===== src/rtl/twb_cond_pkg.sv =====
package twb_cond_pkg;
  // Bus condition events decoded in one sampled cycle.
  typedef struct packed {
    logic open_c;   // data fell with clock steady high
    logic close_c;  // data rose with clock steady high
  } line_event_t;
endpackage


===== src/rtl/twb_line_sync.sv =====
module twb_line_sync #(
  parameter int STAGES = 2,
  parameter int WIDTH  = 2
) (
  input  logic             clk,
  input  logic             rst,
  input  logic [WIDTH-1:0] d,
  output logic [WIDTH-1:0] q
);
  localparam int LAST = STAGES - 1;

  logic [WIDTH-1:0] stage [STAGES];

  // Lines rest high, so reset every stage to 1.
  always_ff @(posedge clk) begin
    if (rst) begin
      for (int i = 0; i < STAGES; i++) stage[i] <= '1;
    end else begin
      stage[0] <= d;
      for (int i = 1; i < STAGES; i++) stage[i] <= stage[i-1];
    end
  end

  assign q = stage[LAST];
endmodule


===== src/rtl/twb_cond_detect.sv =====
module twb_cond_detect
  import twb_cond_pkg::*;
(
  input  logic        clk,
  input  logic        rst,
  input  logic        scl_s,
  input  logic        sda_s,
  output line_event_t ev
);
  logic scl_q, sda_q;

  always_ff @(posedge clk) begin
    if (rst) begin
      scl_q <= 1'b1;
      sda_q <= 1'b1;
    end else begin
      scl_q <= scl_s;
      sda_q <= sda_s;
    end
  end

  // Clock must be high in both samples, so a data edge that lands
  // with a clock edge is never a condition.
  logic clk_steady_hi;
  assign clk_steady_hi = scl_q & scl_s;

  always_comb begin
    ev.open_c  = clk_steady_hi &  sda_q & ~sda_s;
    ev.close_c = clk_steady_hi & ~sda_q &  sda_s;
  end
endmodule


===== src/rtl/twb_busy_tracker.sv =====
module twb_busy_tracker
  import twb_cond_pkg::*;
#(
  parameter int CNT_W = 16
) (
  input  logic             clk,
  input  logic             rst,
  input  line_event_t      ev,
  input  logic [CNT_W-1:0] idle_cycles,
  output logic             start_pulse,
  output logic             rstart_pulse,
  output logic             stop_pulse,
  output logic             busy,
  output logic             bus_free
);
  localparam int EXT_W = CNT_W + 1;

  logic             waiting;
  logic [CNT_W-1:0] wait_cnt;
  logic [EXT_W-1:0] wait_next;
  logic             wait_done;

  assign wait_next = {1'b0, wait_cnt} + EXT_W'(1);
  // A programmed zero behaves as one cycle.
  assign wait_done = (wait_next >= {1'b0, idle_cycles});

  always_ff @(posedge clk) begin
    if (rst) begin
      start_pulse  <= 1'b0;
      rstart_pulse <= 1'b0;
      stop_pulse   <= 1'b0;
      busy         <= 1'b0;
      bus_free     <= 1'b1;
      waiting      <= 1'b0;
      wait_cnt     <= '0;
    end else begin
      start_pulse  <= ev.open_c & ~busy;
      rstart_pulse <= ev.open_c &  busy;
      stop_pulse   <= ev.close_c;
      if (ev.open_c) begin
        busy     <= 1'b1;
        bus_free <= 1'b0;
        waiting  <= 1'b0;          // cancel pending idle wait
      end else if (ev.close_c) begin
        busy     <= 1'b0;
        wait_cnt <= '0;
        waiting  <= ~bus_free;     // already free stays free
      end else if (waiting) begin
        if (wait_done) begin
          bus_free <= 1'b1;
          waiting  <= 1'b0;
        end else begin
          wait_cnt <= wait_next[CNT_W-1:0];
        end
      end
    end
  end

  p_pulse_excl_r10: assert property (@(posedge clk) disable iff (rst)
    $onehot0({start_pulse, rstart_pulse, stop_pulse}));

  p_start_single_r10: assert property (@(posedge clk) disable iff (rst)
    start_pulse |=> !start_pulse);

  p_stop_single_r10: assert property (@(posedge clk) disable iff (rst)
    stop_pulse |=> !stop_pulse);

  p_open_sets_busy_r4: assert property (@(posedge clk) disable iff (rst)
    (start_pulse || rstart_pulse) |-> busy);

  p_close_clears_busy_r4: assert property (@(posedge clk) disable iff (rst)
    stop_pulse |-> !busy);

  p_restart_needs_busy_r3: assert property (@(posedge clk) disable iff (rst)
    rstart_pulse |-> $past(busy));

  p_free_excl_busy_r5: assert property (@(posedge clk) disable iff (rst)
    bus_free |-> !busy);

  p_free_not_at_stop_r5: assert property (@(posedge clk) disable iff (rst)
    $rose(bus_free) |-> !stop_pulse);

  p_start_drops_free_r5: assert property (@(posedge clk) disable iff (rst)
    start_pulse |-> !bus_free);
endmodule


===== src/rtl/twb_cond_monitor.sv =====
module twb_cond_monitor
  import twb_cond_pkg::*;
#(
  parameter int SYNC_STAGES = 2,
  parameter int IDLE_W      = 16
) (
  input  logic              clk,
  input  logic              rst,
  input  logic              scl_i,
  input  logic              sda_i,
  input  logic [IDLE_W-1:0] idle_cycles,
  output logic              start_pulse,
  output logic              rstart_pulse,
  output logic              stop_pulse,
  output logic              busy,
  output logic              bus_free
);
  localparam int LINES = 2;

  logic [LINES-1:0] lines_s;
  line_event_t      ev;

  twb_line_sync #(.STAGES(SYNC_STAGES), .WIDTH(LINES)) u_sync (
    .clk (clk),
    .rst (rst),
    .d   ({scl_i, sda_i}),
    .q   (lines_s)
  );

  twb_cond_detect u_detect (
    .clk   (clk),
    .rst   (rst),
    .scl_s (lines_s[1]),
    .sda_s (lines_s[0]),
    .ev    (ev)
  );

  twb_busy_tracker #(.CNT_W(IDLE_W)) u_track (
    .clk          (clk),
    .rst          (rst),
    .ev           (ev),
    .idle_cycles  (idle_cycles),
    .start_pulse  (start_pulse),
    .rstart_pulse (rstart_pulse),
    .stop_pulse   (stop_pulse),
    .busy         (busy),
    .bus_free     (bus_free)
  );
endmodule


===== config.mk =====
export PLATFORM = sky130hd
export DESIGN_NAME = twb_cond_monitor
export DESIGN_NICKNAME = d
export VERILOG_FILES = /design/src/rtl/twb_cond_pkg.sv /design/src/rtl/twb_line_sync.sv /design/src/rtl/twb_cond_detect.sv /design/src/rtl/twb_busy_tracker.sv /design/src/rtl/twb_cond_monitor.sv
export SDC_FILE = /design/constraint.sdc
export NUM_CORES = 1
export LEC_CHECK = 0
export BUFFER_PORTS_ARGS = -buffer_cell sky130_fd_sc_hd__buf_2
export CAP_MARGIN = 10
export CELL_PAD_IN_SITES_DETAIL_PLACEMENT = 0
export CELL_PAD_IN_SITES_GLOBAL_PLACEMENT = 1
export CORE_MARGIN = 2
export CORE_UTILIZATION = 44
export CTS_CLUSTER_SIZE = 20
export DETAILED_ROUTE_END_ITERATION = 12
export GPL_ROUTABILITY_DRIVEN = 0
export HOLD_SLACK_MARGIN = 0.15
export PLACE_DENSITY_LB_ADDON = 0.15
export SKIP_LAST_GASP = 1
export SLEW_MARGIN = 10
export SYNTH_ARGS = -nofsm -noshare
export SYNTH_HDL_FRONTEND = slang
export SYNTH_SLANG_ARGS = --single-unit

===== constraint.sdc =====
create_clock -name clk -period 3.95 [get_ports clk]
set_input_delay 0.1975 -clock clk [delete_from_list [all_inputs] [get_ports clk]]
set_output_delay 0.1975 -clock clk [all_outputs]
set_load 0.02 [all_outputs]

==> results_dict.tcl <==
set metrics [dict create \
    drt_iter0_markers 108 \
    tns_ns 0 \
    rr_worst_depth 12 \
    die_h_um 73.4 \
    grt_use_total 0.212 \
    clk_latency_ns 0.28 \
    worstSetupPathType "reg -> reg" \
    ys_seq_area_frac 0.264 \
    postLayoutCellArea_um2 2320 \
    fin_cells 329 \
    place_ws_ns 0.728 \
    final_net_count 314 \
    area_growth_pct 9.20 \
    multi_input_area_um2 1420 \
    antenna_left 0 \
    cts.path.max_buffers 2 \
    setup_ws_ns 0.706 \
    power_uw 499 \
    cts_tree "built" \
    wl_per_cell_um 16.1 \
    final_util 0.494 \
    drc 0 \
    clock_skew_ns 0.00765 \
    post_cts_buffers 0 \
    grt_pass1_wl_um 8920 \
    crit_path_top_delay_cell "dfxtp_1" \
    mostFrequentLayoutCells "dfxtp_1, buf_2, nand2_1, nor3_1, nand3_1" \
    yosys_warnings 0 \
    synth_fp_nets 295 \
    dieArea_um2 5390 \
    synth-seq-cells 28 \
    core_area_um2 4690 \
    n_antenna_cell 0 \
    worst_ep_arrival_time_ns 3.41 \
    avgViaCountPerCell 5.89 \
    postPlaceCellArea_um2 2250 \
    powerDensity_nw_per_um2 216 \
    status "complete, no violations" \
    crit_path_end_kind "flop" \
    finalSetupViolCount 0 \
    first_global_vias 1873 \
    yosysUniqueCellTypes 53 \
    synth_ff_type "dfxtp_1" \
    cp.required_ns 4.12 \
    dr.pass1.iters 5 \
    min_path_cells 1 \
    cts_sinks 28 \
    synth_area_leaders "dfxtp_1, ha_1, o32ai_2" \
    wl_um 5300 \
    worst_path_most_repeated_cell "nor4_1" \
    antenna_found_initial 0 \
    ctsResizeCount 0 \
    period_share 0.821 \
    grt_overflow_total 0 \
    cp_max_fo 16 \
    portBuffers 24 \
    fmax_ghz 0.308 \
    ir_drop_mv 0.213 \
    cts.clk_slew.worst_paths_ns 0.09 \
    dp_cells 324 \
    num-fill-cells 481 \
    start_util 0.452 \
    leakage_nw 0.904 \
    finalMaxSlewViolations 0 \
    grt_max_degree 32 \
    final_common_cell "dfxtp_1" \
    finalHoldViolations 0 \
    dpl.hpwl_um 3740 \
    yosys.area.top_type_share 0.264 \
    via_count 1937 \
    cts_buffers 3 \
    regArea_um2 561 \
    drive_above_1_share 0.200 \
    cts-root-buf "clkbuf_8" \
    cts.htree.levels 1 \
    timing.hold.ws_ns 0.419 \
    syn_area_um2 2120 \
    async_flop_share 0 \
    io_pins 25 \
    start_kind "flop" \
    max_stage_delay_ns 0.45 \
    synth_top_area_cell "dfxtp_1" \
    hp-class "reg -> reg" \
    max-slew-margin-rel 0.565 \
    path_cells "and3_1 -> and4_4 -> nand3_1 -> xnor2_1 -> ha_1 -> nand4_1 -> nor4_1 -> a31oi_1 -> nand4b_1 -> buf_4 -> nor4_1 -> a311o_1" \
    synth_edf_count 0 \
    fp-row-count 25 \
    avgSynthCellArea_um2 8.22 \
    die_w_um 73.4 \
    period_needed_ns 3.24 \
    syn_inst 258 \
    drv_cap 0 \
    worstMarginPinSlew_ns 0.652 \
    rsz0062_at_grt "false" \
]
-- critical path: cells and delay by family (launching register included) --
family / cells / cell delay, ns
XOR/XNOR: 1 / 0.19
AND/OR/NAND/NOR: 7 / 1.47
adder cells (fa/ha/maj): 1 / 0.36
AO/OA/AOI/OAI: 2 / 0.43
buffers and inverters: 1 / 0.22
flip-flops: 1 / 0.45
-- routing by layer --
| metal | vias to the layer above | track usage | part of all wire |
|---|---|---|---|
| li1 | 991 | - | - |
| met4 | 0 | 0.0586 | 0.0094 |
| met1 | 894 | 0.303 | 0.49 |
| met5 | - | 0 | 0 |
| met2 | 48 | 0.339 | 0.46 |
| met3 | 4 | 0.0233 | 0.038 |
-- cell families (layout without fill, tap and decap cells) --
group,count (synthesis),in the layout,synth area share
XOR/XNOR,14,14,0.0578
flip-flops,28,28,0.264
AND/OR/NAND/NOR,120,120,0.310
adder cells (fa/ha/maj),17,17,0.100
AO/OA/AOI/OAI,47,47,0.199
buffers and inverters,32,49,0.0678
-- flip-flops by register name, summed over array words and instances (netlist names) --
name,flops
u_track.waiting,1
u_track.wait_cnt,16
u_detect.sda_q,1
u_track.busy,1
u_sync.stage,4
u_track.stop_pulse,1
u_track.rstart_pulse,1
u_track.start_pulse,1
u_track.bus_free,1
u_detect.scl_q,1
-- report_power, final --
group          internal [mW]  switching, mW  total (mW)
logic                 0.0200         0.0326      0.0526
clock network         0.0687         0.0894       0.158
registers              0.286        0.00237       0.288
-- cell usage after synthesis, types with 3 or more instances --
cell type and count:
nand2_1 21, xor2_1 3, a31oi_1 3, nor4_1 5, nor3_1 21, ha_1 17
buf_4 3, nor2_1 12, o211ai_1 3, buf_2 4, clkbuf_1 7, nor2b_1 5
nand4_1 6, nand4b_1 3, inv_1 16, nand3_1 20, xnor2_1 11, dfxtp_1 28
a21oi_1 13, or2_2 6, o32ai_2 8, and3_1 6
-- worst paths after layout --
kind                          to                start  slack (ns)
max          u_track.wait_cnt[1]  u_track.wait_cnt[2]        0.71
min           u_sync.stage[0][2]   u_sync.stage[0][0]        0.42
max reg2reg  u_track.wait_cnt[1]  u_track.wait_cnt[2]        0.71
min reg2reg   u_sync.stage[0][2]   u_sync.stage[0][0]        0.42
-- layout make-up --
cell class	count	area share
Inverter	16	0.0259
Tap cell	54	0.0292
Sequential cell	28	0.242
Multi-Input combinational cell	198	0.612
Clock buffer	3	0.0178
Timing Repair Buffer	30	0.0735
-- repair_timing --
item                       CTS  global route
hold endpoints to repair     2             0
hold buffers                 2             0
setup endpoints to repair    0             0
(Power assumes the default switching activity.)
